===== config.mk =====
export PLATFORM = sky130hd
export DESIGN_NAME = pair_pwm
export DESIGN_NICKNAME = d
export VERILOG_FILES = /design/src/rtl/pwmp_pkg.sv /design/src/rtl/pwmp_ctrl.sv /design/src/rtl/pwmp_chan.sv /design/src/rtl/pwmp_datapath.sv /design/src/rtl/pair_pwm.sv
export SDC_FILE = /design/constraint.sdc
export NUM_CORES = 1
export LEC_CHECK = 0
export CAP_MARGIN = 0
export CORE_UTILIZATION = 60
export CTS_CLUSTER_SIZE = 14
export DETAILED_ROUTE_END_ITERATION = 10
export DONT_BUFFER_PORTS = 1
export PLACE_DENSITY = 0.74
export SLEW_MARGIN = 20
export SYNTH_ARGS = -nofsm -noshare
export SYNTH_HDL_FRONTEND = slang
export SYNTH_SLANG_ARGS = --single-unit

===== constraint.sdc =====
create_clock -name clk -period 3.1 [get_ports clk]
set_clock_uncertainty 0.05 [all_clocks]
set_input_delay 0.155 -clock clk [delete_from_list [all_inputs] [get_ports clk]]
set_output_delay 0.155 -clock clk [all_outputs]
set_load 0.03 [all_outputs]

===== src/rtl/pwmp_pkg.sv =====
package pwmp_pkg;
  parameter int unsigned NUM_CH = 4;
  localparam int unsigned NUM_PAIR = NUM_CH / 2;
  localparam int unsigned PRE_W = 8;
  localparam int unsigned CNT_W = 16;
  localparam int unsigned SRC_W = 2;
  localparam int unsigned DIVEXP_W = 4;
  localparam int unsigned DIV_W = (1 << DIVEXP_W) - 1;
  localparam int unsigned ADDR_W = 12;
  localparam int unsigned DATA_W = 32;

  localparam bit [ADDR_W-1:0] CFG_BASE  = 12'h020;
  localparam bit [ADDR_W-1:0] GATE_ADDR = 12'h040;
  localparam bit [ADDR_W-1:0] EN_ADDR   = 12'h080;
  localparam bit [ADDR_W-1:0] CH_BASE   = 12'h100;
  localparam int unsigned CFG_STRIDE = 4;
  localparam int unsigned CH_STRIDE  = 32;
  localparam int unsigned TIME_OFS   = 4;

  localparam int unsigned SRC_LSB    = 7;
  localparam int unsigned POL_BIT    = 8;
  localparam int unsigned ENTIRE_LSB = 16;
  localparam int unsigned BYPASS_LSB = 16;

  typedef struct packed {
    logic [SRC_W-1:0]    src;
    logic [DIVEXP_W-1:0] divExp;
  } pairCfg_t;

  typedef struct packed {
    logic             en;
    logic             gate;
    logic             bypass;
    logic             pol;
    logic [PRE_W-1:0] presc;
    logic [CNT_W-1:0] entire;
    logic [CNT_W-1:0] act;
  } chCfg_t;

  typedef struct packed {
    logic [NUM_CH-1:0]   chRestart;
    logic [NUM_PAIR-1:0] pairRestart;
  } strobe_t;
endpackage


===== src/rtl/pwmp_ctrl.sv =====
module pwmp_ctrl
  import pwmp_pkg::*;
(
  input  logic                           clk,
  input  logic                           rstN,
  input  logic                           wrEn,
  input  logic                           rdEn,
  input  logic [ADDR_W-1:0]              addr,
  input  logic [DATA_W-1:0]              wrData,
  output logic [DATA_W-1:0]              rdData,
  output pairCfg_t [NUM_PAIR-1:0]        pairCfg,
  output chCfg_t   [NUM_CH-1:0]          chCfg,
  output strobe_t                        strobes
);
  logic [NUM_PAIR-1:0][SRC_W-1:0]    srcReg;
  logic [NUM_PAIR-1:0][DIVEXP_W-1:0] divExpReg;
  logic [NUM_CH-1:0][PRE_W-1:0]      prescReg;
  logic [NUM_CH-1:0]                 polReg;
  logic [NUM_CH-1:0][CNT_W-1:0]      entireReg;
  logic [NUM_CH-1:0][CNT_W-1:0]      actReg;
  logic [NUM_CH-1:0]                 enReg, gateReg, bypassReg;

  logic [NUM_PAIR-1:0] cfgHit;
  logic [NUM_CH-1:0]   ctlHit, timeHit;
  logic                gateHit, enHit;
  logic [DATA_W-1:0]   rdNext;

  // address decode
  always_comb begin
    for (int p = 0; p < NUM_PAIR; p++)
      cfgHit[p] = (addr == CFG_BASE + ADDR_W'(p * CFG_STRIDE));
    for (int c = 0; c < NUM_CH; c++) begin
      ctlHit[c]  = (addr == CH_BASE + ADDR_W'(c * CH_STRIDE));
      timeHit[c] = (addr == CH_BASE + ADDR_W'(c * CH_STRIDE + TIME_OFS));
    end
    gateHit = (addr == GATE_ADDR);
    enHit   = (addr == EN_ADDR);
  end

  // restart strobes towards the datapath
  always_comb begin
    strobes = '0;
    for (int c = 0; c < NUM_CH; c++)
      strobes.chRestart[c] = wrEn && (ctlHit[c] || timeHit[c]);
    for (int p = 0; p < NUM_PAIR; p++)
      strobes.pairRestart[p] = wrEn && cfgHit[p];
  end

  always_ff @(posedge clk or negedge rstN) begin
    if (!rstN) begin
      srcReg    <= '0;
      divExpReg <= '0;
      prescReg  <= '0;
      polReg    <= '0;
      entireReg <= '0;
      actReg    <= '0;
      enReg     <= '0;
      gateReg   <= '0;
      bypassReg <= '0;
    end else if (wrEn) begin
      for (int p = 0; p < NUM_PAIR; p++) begin
        if (cfgHit[p]) begin
          srcReg[p]    <= wrData[SRC_LSB +: SRC_W];
          divExpReg[p] <= wrData[DIVEXP_W-1:0];
        end
      end
      for (int c = 0; c < NUM_CH; c++) begin
        if (ctlHit[c]) begin
          prescReg[c] <= wrData[PRE_W-1:0];
          polReg[c]   <= wrData[POL_BIT];
        end
        if (timeHit[c]) begin
          entireReg[c] <= wrData[ENTIRE_LSB +: CNT_W];
          actReg[c]    <= wrData[CNT_W-1:0];
        end
      end
      if (gateHit) begin
        gateReg   <= wrData[NUM_CH-1:0];
        bypassReg <= wrData[BYPASS_LSB +: NUM_CH];
      end
      if (enHit) enReg <= wrData[NUM_CH-1:0];
    end
  end

  // read mux, unassigned bits stay zero
  always_comb begin
    rdNext = '0;
    for (int p = 0; p < NUM_PAIR; p++) begin
      if (cfgHit[p]) begin
        rdNext[SRC_LSB +: SRC_W]  = srcReg[p];
        rdNext[DIVEXP_W-1:0]      = divExpReg[p];
      end
    end
    for (int c = 0; c < NUM_CH; c++) begin
      if (ctlHit[c]) begin
        rdNext[PRE_W-1:0] = prescReg[c];
        rdNext[POL_BIT]   = polReg[c];
      end
      if (timeHit[c]) begin
        rdNext[ENTIRE_LSB +: CNT_W] = entireReg[c];
        rdNext[CNT_W-1:0]           = actReg[c];
      end
    end
    if (gateHit) begin
      rdNext[NUM_CH-1:0]            = gateReg;
      rdNext[BYPASS_LSB +: NUM_CH]  = bypassReg;
    end
    if (enHit) rdNext[NUM_CH-1:0] = enReg;
  end

  always_ff @(posedge clk or negedge rstN) begin
    if (!rstN) rdData <= '0;
    else       rdData <= rdEn ? rdNext : '0;
  end

  always_comb begin
    for (int p = 0; p < NUM_PAIR; p++) begin
      pairCfg[p].src    = srcReg[p];
      pairCfg[p].divExp = divExpReg[p];
    end
    for (int c = 0; c < NUM_CH; c++) begin
      chCfg[c].en     = enReg[c];
      chCfg[c].gate   = gateReg[c];
      chCfg[c].bypass = bypassReg[c];
      chCfg[c].pol    = polReg[c];
      chCfg[c].presc  = prescReg[c];
      chCfg[c].entire = entireReg[c];
      chCfg[c].act    = actReg[c];
    end
  end
endmodule


===== src/rtl/pwmp_chan.sv =====
module pwmp_chan
  import pwmp_pkg::*;
(
  input  logic   clk,
  input  logic   rstN,
  input  logic   srcTick,
  input  logic   divTick,
  input  logic   restart,
  input  chCfg_t cfg,
  output logic   pwmOut,
  output logic   pwmOe
);
  logic [PRE_W-1:0] preCnt;
  logic [CNT_W-1:0] tickCnt;
  logic             baseTick, stepTick, activePhase;

  assign baseTick = cfg.bypass ? srcTick : divTick;
  assign stepTick = baseTick && (cfg.bypass || preCnt == cfg.presc);

  always_ff @(posedge clk or negedge rstN) begin
    if (!rstN) begin
      preCnt  <= '0;
      tickCnt <= '0;
    end else if (restart || !cfg.en) begin
      preCnt  <= '0;
      tickCnt <= '0;
    end else if (cfg.gate && baseTick) begin
      if (stepTick) begin
        preCnt  <= '0;
        tickCnt <= (tickCnt >= cfg.entire) ? '0 : tickCnt + CNT_W'(1);
      end else begin
        preCnt <= preCnt + PRE_W'(1);
      end
    end
  end

  assign activePhase = (tickCnt < cfg.act);
  assign pwmOut = cfg.en && (activePhase ? cfg.pol : !cfg.pol);
  assign pwmOe  = cfg.en;
endmodule


===== src/rtl/pwmp_datapath.sv =====
module pwmp_datapath
  import pwmp_pkg::*;
(
  input  logic                    clk,
  input  logic                    rstN,
  input  logic                    oscPulse,
  input  logic                    busPulse,
  input  pairCfg_t [NUM_PAIR-1:0] pairCfg,
  input  chCfg_t   [NUM_CH-1:0]   chCfg,
  input  strobe_t                 strobes,
  output logic [NUM_CH-1:0]       pwmOut,
  output logic [NUM_CH-1:0]       pwmOe
);
  logic [NUM_PAIR-1:0] srcTick, divTick;

  for (genvar p = 0; p < NUM_PAIR; p++) begin : g_pair
    logic [DIV_W-1:0] divCnt, limit;

    // limit = 2^M - 1 as a thermometer code
    for (genvar b = 0; b < DIV_W; b++) begin : g_lim
      assign limit[b] = (DIVEXP_W'(b) < pairCfg[p].divExp);
    end

    assign srcTick[p] = (pairCfg[p].src == '0) ? oscPulse : busPulse;
    assign divTick[p] = srcTick[p] && (divCnt == limit);

    always_ff @(posedge clk or negedge rstN) begin
      if (!rstN)                       divCnt <= '0;
      else if (strobes.pairRestart[p]) divCnt <= '0;
      else if (srcTick[p])             divCnt <= (divCnt == limit) ? '0 : divCnt + DIV_W'(1);
    end
  end

  for (genvar c = 0; c < NUM_CH; c++) begin : g_ch
    pwmp_chan i_chan (
      .clk     (clk),
      .rstN    (rstN),
      .srcTick (srcTick[c/2]),
      .divTick (divTick[c/2]),
      .restart (strobes.chRestart[c]),
      .cfg     (chCfg[c]),
      .pwmOut  (pwmOut[c]),
      .pwmOe   (pwmOe[c])
    );
  end
endmodule


===== src/rtl/pair_pwm.sv =====
module pair_pwm
  import pwmp_pkg::*;
(
  input  logic                     clk,
  input  logic                     rstN,
  input  logic                     oscPulse,
  input  logic                     busPulse,
  input  logic                     wrEn,
  input  logic                     rdEn,
  input  logic [ADDR_W-1:0]        addr,
  input  logic [DATA_W-1:0]        wrData,
  output logic [DATA_W-1:0]        rdData,
  output logic [NUM_CH-1:0]        pwmOut,
  output logic [NUM_CH-1:0]        pwmOe
);
  pairCfg_t [NUM_PAIR-1:0] pairCfg;
  chCfg_t   [NUM_CH-1:0]   chCfg;
  strobe_t                 strobes;

  pwmp_ctrl i_ctrl (
    .clk     (clk),
    .rstN    (rstN),
    .wrEn    (wrEn),
    .rdEn    (rdEn),
    .addr    (addr),
    .wrData  (wrData),
    .rdData  (rdData),
    .pairCfg (pairCfg),
    .chCfg   (chCfg),
    .strobes (strobes)
  );

  pwmp_datapath i_dp (
    .clk      (clk),
    .rstN     (rstN),
    .oscPulse (oscPulse),
    .busPulse (busPulse),
    .pairCfg  (pairCfg),
    .chCfg    (chCfg),
    .strobes  (strobes),
    .pwmOut   (pwmOut),
    .pwmOe    (pwmOe)
  );
endmodule


* Word level (Yosys, flattened, before mapping)
Index checks and enable logic that the tools add are counted.
** Operators by class
- Multiplexer cells :: 60
- Reductions and logical operators :: 68
- Magnitude comparators :: 38
- $mul :: 0
- Div/mod/pow operators :: 0
- Shift-type cells :: 0
- Bitwise operators :: 0
- Add/subtract/negate cells :: 10
- Eq/ne operators :: 18
** Operators with widths (count)
- $mux W16 :: 16
- $mux W32 :: 5
- $eq A12 B9 Y1 const B :: 8
- $mux W8 :: 12
- $mux W15 :: 6
- $add A16 B1 Y16 const B :: 4
- $ge A16 B16 Y1 :: 4
- $lt A16 B16 Y1 :: 4
- $lt A4 B4 Y1 const A :: 14
- $mux W9 :: 4
- $add A8 B1 Y8 const B :: 4
- $eq A8 B8 Y1 :: 4
- $lt A3 B4 Y1 const A :: 8
- $reduce_and A2 Y1 :: 16
- $add A15 B1 Y15 const B :: 2
- $eq A15 B15 Y1 :: 2
- $eq A12 B6 Y1 const B :: 2
- $logic_and A1 B1 Y1 :: 20
- $mux W4 :: 5
- $reduce_bool A2 Y1 :: 10
- $lt A1 B4 Y1 const A :: 4
- $lt A2 B4 Y1 const A :: 4
- $eq A12 B7 Y1 const B :: 1
- $eq A12 B8 Y1 const B :: 1
- 5 further kinds :: 34
** Storage, ports and cells
- Memories :: 0
- Logic and storage cells :: 228
- Output and inout port bits :: 40
- Bits in latches :: 0
- Register bits after elaboration :: 346
- Input bits :: 50
- Memory bits (writable) :: 0
- ROM bits :: 0

* Depth between registers and ports, before layout
- Word-level depth :: 14
- Gate-level depth with buffers :: 12
- Depth with buffers taken out :: 10

* Cells and area by module
A second synthesis with hierarchy kept.
** Unflattened totals
- Cells, all modules :: 2038
- Area total of the unflattened synthesis :: 21136.5 sq um
** By module, submodules not included
- pwmp_ctrl :: cells each 728, area an instance 9967.1 sq um, sequential area each 5505.3 sq um, times used 1
- pwmp_chan :: cells each 259, area an instance 2227.1 sq um, sequential area each 600.6 sq um, times used 4
- pwmp_datapath :: cells each 274, area an instance 2260.9 sq um, sequential area each 750.7 sq um, times used 1

* Least setup slack after synthesis
Ideal clock, no wire load.
- Path type :: flip-flop to flip-flop
- Start point :: reg i_dp.g_pair[1].divCnt[9]
- End point :: reg i_dp.g_ch[3].i_chan.tickCnt[11]
- Data arrival time :: 2.474 ns
- Stages on the path, launching flop included :: 11
- Path slack :: 0.438 ns
- Period minus slack after synthesis :: 2.662 ns
- Required time :: 2.912 ns
- Path buffers :: 2
- Cell sequence :: dfrtp_1 -> or4_1 -> a211oi_2 -> a21oi_1 -> nand4bb_4 -> nor4b_4 -> a21oi_1 -> clkbuf_1 -> buf_2 -> nand2_1 -> o311ai_2
** Between the ends
- Word-level cells in the longest chain between the ends :: 6
- Elaborated cells on any way between the ends :: 8
- Classes of those cells :: eq/ne: 1; mux: 1; reduce/logical: 6
** Ends and longest elaborated chain
- start: declaration :: line pwmp_datapath.sv:17 : logic [DIV_W-1:0] divCnt, limit;
- start signal: assignment :: line pwmp_datapath.sv:30 : else if (srcTick[p]) divCnt <= (divCnt == limit) ? '0 : divCnt + DIV_W'(1);
- $eq A15 B15 Y1 * :: line pwmp_datapath.sv:25 : assign divTick[p] = srcTick[p] && (divCnt == limit);
- $logic_and A1 B1 Y1 * :: line pwmp_datapath.sv:25
- $mux W1 * :: line pwmp_chan.sv:17 : assign baseTick = cfg.bypass ? srcTick : divTick;
- $logic_and A1 B1 Y1, on equally long branches :: line pwmp_chan.sv:18, pwmp_chan.sv:27
- $reduce_bool A2 Y1 (no line)
- $reduce_and A2 Y1 (no line) *
- end signal: assignment :: line pwmp_chan.sv:30 : tickCnt <= (tickCnt >= cfg.entire) ? '0 : tickCnt + CNT_W'(1);
- end: declaration :: line pwmp_chan.sv:14 : logic [CNT_W-1:0] tickCnt;
Every way passes the cells marked *; elsewhere a longest branch is shown, timed or not.
A chain may end at the register's enable or synchronous reset.

* Worst setup path in the final report
- Start point :: reg i_ctrl.actReg (netlist bit i_ctrl.chCfg[94])
- End point :: out pwmOut[2]
** Between the ends
- Word-level cells in the longest chain between the ends :: 3
** Ends and longest elaborated chain
- start: declaration :: line pwmp_ctrl.sv:20 : logic [NUM_CH-1:0][CNT_W-1:0] actReg;
- start signal: indexed assignment :: line pwmp_ctrl.sv:74 : actReg[c] <= wrData[CNT_W-1:0];
- $lt A16 B16 Y1 :: line pwmp_chan.sv:37 : assign activePhase = (tickCnt < cfg.act);
- $mux W1 :: line pwmp_chan.sv:38 : assign pwmOut = cfg.en && (activePhase ? cfg.pol : !cfg.pol);
- $logic_and A1 B1 Y1 :: line pwmp_chan.sv:38
- end: declaration :: line pair_pwm.sv:13 : output logic [NUM_CH-1:0] pwmOut,
No other way between the ends.

==> impl_results.md <==
- WHS: -735 ps
- Top_reg_cell synth: dfrtp_1
- CP top delay family: compound AO/OA/AOI/OAI gates
- Initial antenna violation count: 5
- Asr flop ratio synth: 1.00
- Via count: 16,400
- Final setup TNS: 0 ps
- Outcome: finished, violations left
- Die height: 185 um
- Initial DRC Count: 1,455
- Fmax: 330 MHz
- Net count, final: 2,243
- Static Leak: 10.6 nW
- TritonRoute pass-1 iters: 8
- Slew Limit Headroom: 0.207
- Routed WL: 56,100 um
- Grt ovf: 0
- RSZ-0062 raised after global routing: no
- Fill cells: 2,487
- Post-CTS Setup Bufs: 0
- Final WS setup: 69.3 ps
- CP max stage delay: 370 ps
- Port Buffers: 0
- CTS Buf Count: 38
- Share of cells above drive strength 1: 0.141
- Global Route Usage Sum: 0.336
- Num rows: 66
- Synth Area per Inst: 9.97 sq um
- Crit path depth: 8
- Setup slack, reg-to-reg: 250 ps
- Startpoint types: flip-flop
- Largest net degree at the start of global routing: 347
- Sequential fraction of the synthesis area: 0.430
- Die area: 34,300 sq um
- Drt wl/cell: 22.1 um
- Library cells used by synthesis: 92
- CP max-delay cell: dfrtp_1
- Routability cong.: 0.925
- Worst Setup Path Type: reg -> out
- Kind of end point of the critical path: output pin
- Worst-Skew Late Latency: 550 ps
- Max VDD drop: 0.504 mV
- Pwr per Cell Area: 454 nW/um^2
- Mapped Area: 20,100 sq um
- FF+latch count, synth: 346
- Final Hold Viols: 346
- Worst-path clk slew: 60 ps
- Minimum clock period: 3030 ps
- EDFF count, synth: 0
- Worst-case reg-to-reg path depth: 8
- Root buf cell: clkbuf_16
- Post-Synthesis Cells: 2,018
- First-pass GRT wire length: 88,500 um
- Part of the cycle the worst path needs: 0.978
- Total nets after synthesis: 2,202
- WP buf/inv: 1
- # IOs: 90
- Remaining antenna violation count: 0
- Max FO, Critical Path: 2
- Failing checks: hold timing
- CP Data Required Time: 2890 ps
- Vias in the first global route: 15,900
- Cell area after layout: 22,500 sq um
- Maximum clock path buffer count: 3
- Clock sinks: 346
- Least-Margin Pin Slew: 1190 ps
- Die W: 185 um
- Core area: 32,800 sq um
- Worst path arrival time: 2830 ps
- CTS tree: yes
- Layout area overhead: 11.8%
- H-tree depth: 2
- Placed inst area: 20,600 sq um
- RR Endpoint: i_dp.g_ch[3].i_chan.tickCnt[13]$_DFFE_PN0P_
- Worst Hold Class: in -> async
- Initial core utilization: 0.614
- # hold bufs at CTS: 46
- Drc violations: 0
- Post-DP HPWL: 39,500 um
- Max-slew violations: 0
- Worst slack at placement: 89.9 ps
- Yosys warns: 0
- Max-Cap Viols: 0
- Vias per inst: 6.45
- Startpoint of the worst-slack reg-to-reg timing path: i_dp.g_pair[1].divCnt[9]$_DFFE_PN0P_
- Crit-path cells: inv_1 > ha_1 > o21ai_0 > a211oi_1 > a221oi_1 > o221ai_2 > xor2_2 > and2_2
- Finish-stage setup viols: 0
## registers in the layout, indices dropped and copies added (netlist names)
signal,count
i_ctrl.bypassReg,4
i_ctrl.chCfg,160
i_ctrl.enReg,4
i_ctrl.gateReg,4
i_ctrl.pairCfg,12
i_ctrl.polReg,4
i_ctrl.rdData,32
i_dp.g_ch.i_chan.preCnt,32
i_dp.g_ch.i_chan.tickCnt,64
i_dp.g_pair.divCnt,30
## area by class of cell
type | instances | area [sq um] | area share
clock inverters | 18 | 231 | 0.0103
flip-flops and latches | 346 | 8660 | 0.385
well taps | 442 | 553 | 0.0246
clock buffers | 51 | 1110 | 0.0494
diodes | 3 | 7.51 | 0.000334
multi-input cells | 1431 | 10600 | 0.469
inverters | 152 | 571 | 0.0254
repair buffers | 90 | 801 | 0.0356
## cells in the mapped netlist, types with 20 or more instances
library cell / count / area [sq um]
mux2_1: 25 / 282
a22o_1: 24 / 210
nand2_1: 145 / 544
a21o_1: 49 / 368
o21ai_0: 122 / 611
inv_1: 150 / 563
a21boi_0: 26 / 195
ha_1: 134 / 1680
nor2_1: 96 / 360
mux2_2: 131 / 1480
and3_1: 47 / 294
nor2b_1: 29 / 181
nand3_1: 47 / 235
clkbuf_1: 57 / 214
a22oi_1: 48 / 360
nand4_1: 33 / 206
a21oi_1: 72 / 360
xor2_1: 20 / 175
dfrtp_1: 346 / 8660
o21ai_1: 52 / 260
xnor2_1: 39 / 342
nand2b_1: 29 / 181
## per-layer routing
| layer | routed length (um) | track usage | vias up |
|---|---|---|---|
| met4 | 2050 | 0.127 | 4 |
| met1 | 23900 | 0.468 | 8195 |
| li1 | - | - | 7384 |
| met2 | 25700 | 0.515 | 624 |
| met5 | 30 | 0 | - |
| met3 | 4470 | 0.0710 | 143 |
## worst max path at each step
| stage | from | to | slack, ps |
|---|---|---|---|
| final | i_ctrl.chCfg[94]$_DFFE_PN0P_ | pwmOut[2] | 70 |
| after global placement | i_dp.g_pair[1].divCnt[9]$_DFFE_PN0P_ | i_dp.g_ch[3].i_chan.tickCnt[5]$_DFFE_PN0P_ | 130 |
| after detailed placement | i_dp.g_pair[1].divCnt[12]$_DFFE_PN0P_ | i_dp.g_ch[3].i_chan.tickCnt[13]$_DFFE_PN0P_ | 90 |
| after global routing | i_ctrl.pairCfg[1]$_DFFE_PN0P_ | i_dp.g_ch[0].i_chan.preCnt[7]$_DFFE_PN0P_ | 4 |
| after floorplan | i_dp.g_pair[1].divCnt[9]$_DFFE_PN0P_ | i_dp.g_ch[3].i_chan.tickCnt[11]$_DFFE_PN0P_ | 440 |
| after CTS | i_ctrl.chCfg[93]$_DFFE_PN0P_ | pwmOut[2] | 30 |
## power by group
group          total, mW  switching, mW  leakage, nW  internal, mW
sequential          4.76          0.152         4.65          4.60
combinational      0.611          0.352         5.26         0.259
clock               4.84           1.96        0.655          2.87
total               10.2           2.47         10.6          7.73
## cells by family after synthesis
family / after synthesis / synth area share
muxes: 162 / 0.0903
xor gates and xnor gates: 59 / 0.0257
DFF: 346 / 0.430
and+or+nand+nor: 542 / 0.144
adders and majority gates: 134 / 0.0834
AOI/OAI and AO/OA: 534 / 0.178
buffers and inverters: 241 / 0.0482
## cell usage in the layout, fill, tap and decap left out, types with 7 or more instances in the layout
master,netlist,layout
a211oi_1,9,8
a21boi_0,26,26
a21boi_1,11,11
a21o_1,49,49
a21oi_1,72,72
a221oi_1,19,18
a22o_1,24,24
a22oi_1,48,48
a31oi_1,10,10
and2_1,13,9
and3_1,47,47
buf_4,8,44
clkbuf_16,0,38
clkbuf_8,1,11
dfrtp_1,346,346
dlygate4sd3_1,0,45
ha_1,134,134
inv_1,150,150
mux2_1,25,25
mux2_2,131,131
nand2_1,145,145
nand2b_1,29,28
nand3_1,47,47
nand3b_1,12,12
nand4_1,33,33
nor2_1,96,93
nor2b_1,29,29
nor3_1,13,13
nor4_1,11,10
o21ai_0,122,122
o21ai_1,52,52
o22ai_1,9,9
o31ai_1,17,17
or3_1,18,18
or4_1,7,7
xnor2_1,39,39
xor2_1,20,19
## per-stage QoR
stage,std cells,util,power [mW]
after global routing,2532,0.686,10.5
after floorplan,2018,-,5.20
after global placement,2415,0.629,5.29
after detailed placement,2415,0.629,5.32
after CTS,2530,0.684,10.2
final,2533,0.686,10.2
## timing repair
action	CTS	global route
pin swaps	0	1
endpoints found under the setup margin	3	38
endpoints found under the hold margin	572	346
resized for setup	3	12
No activity file was read; power rests on OpenSTA's default activity.
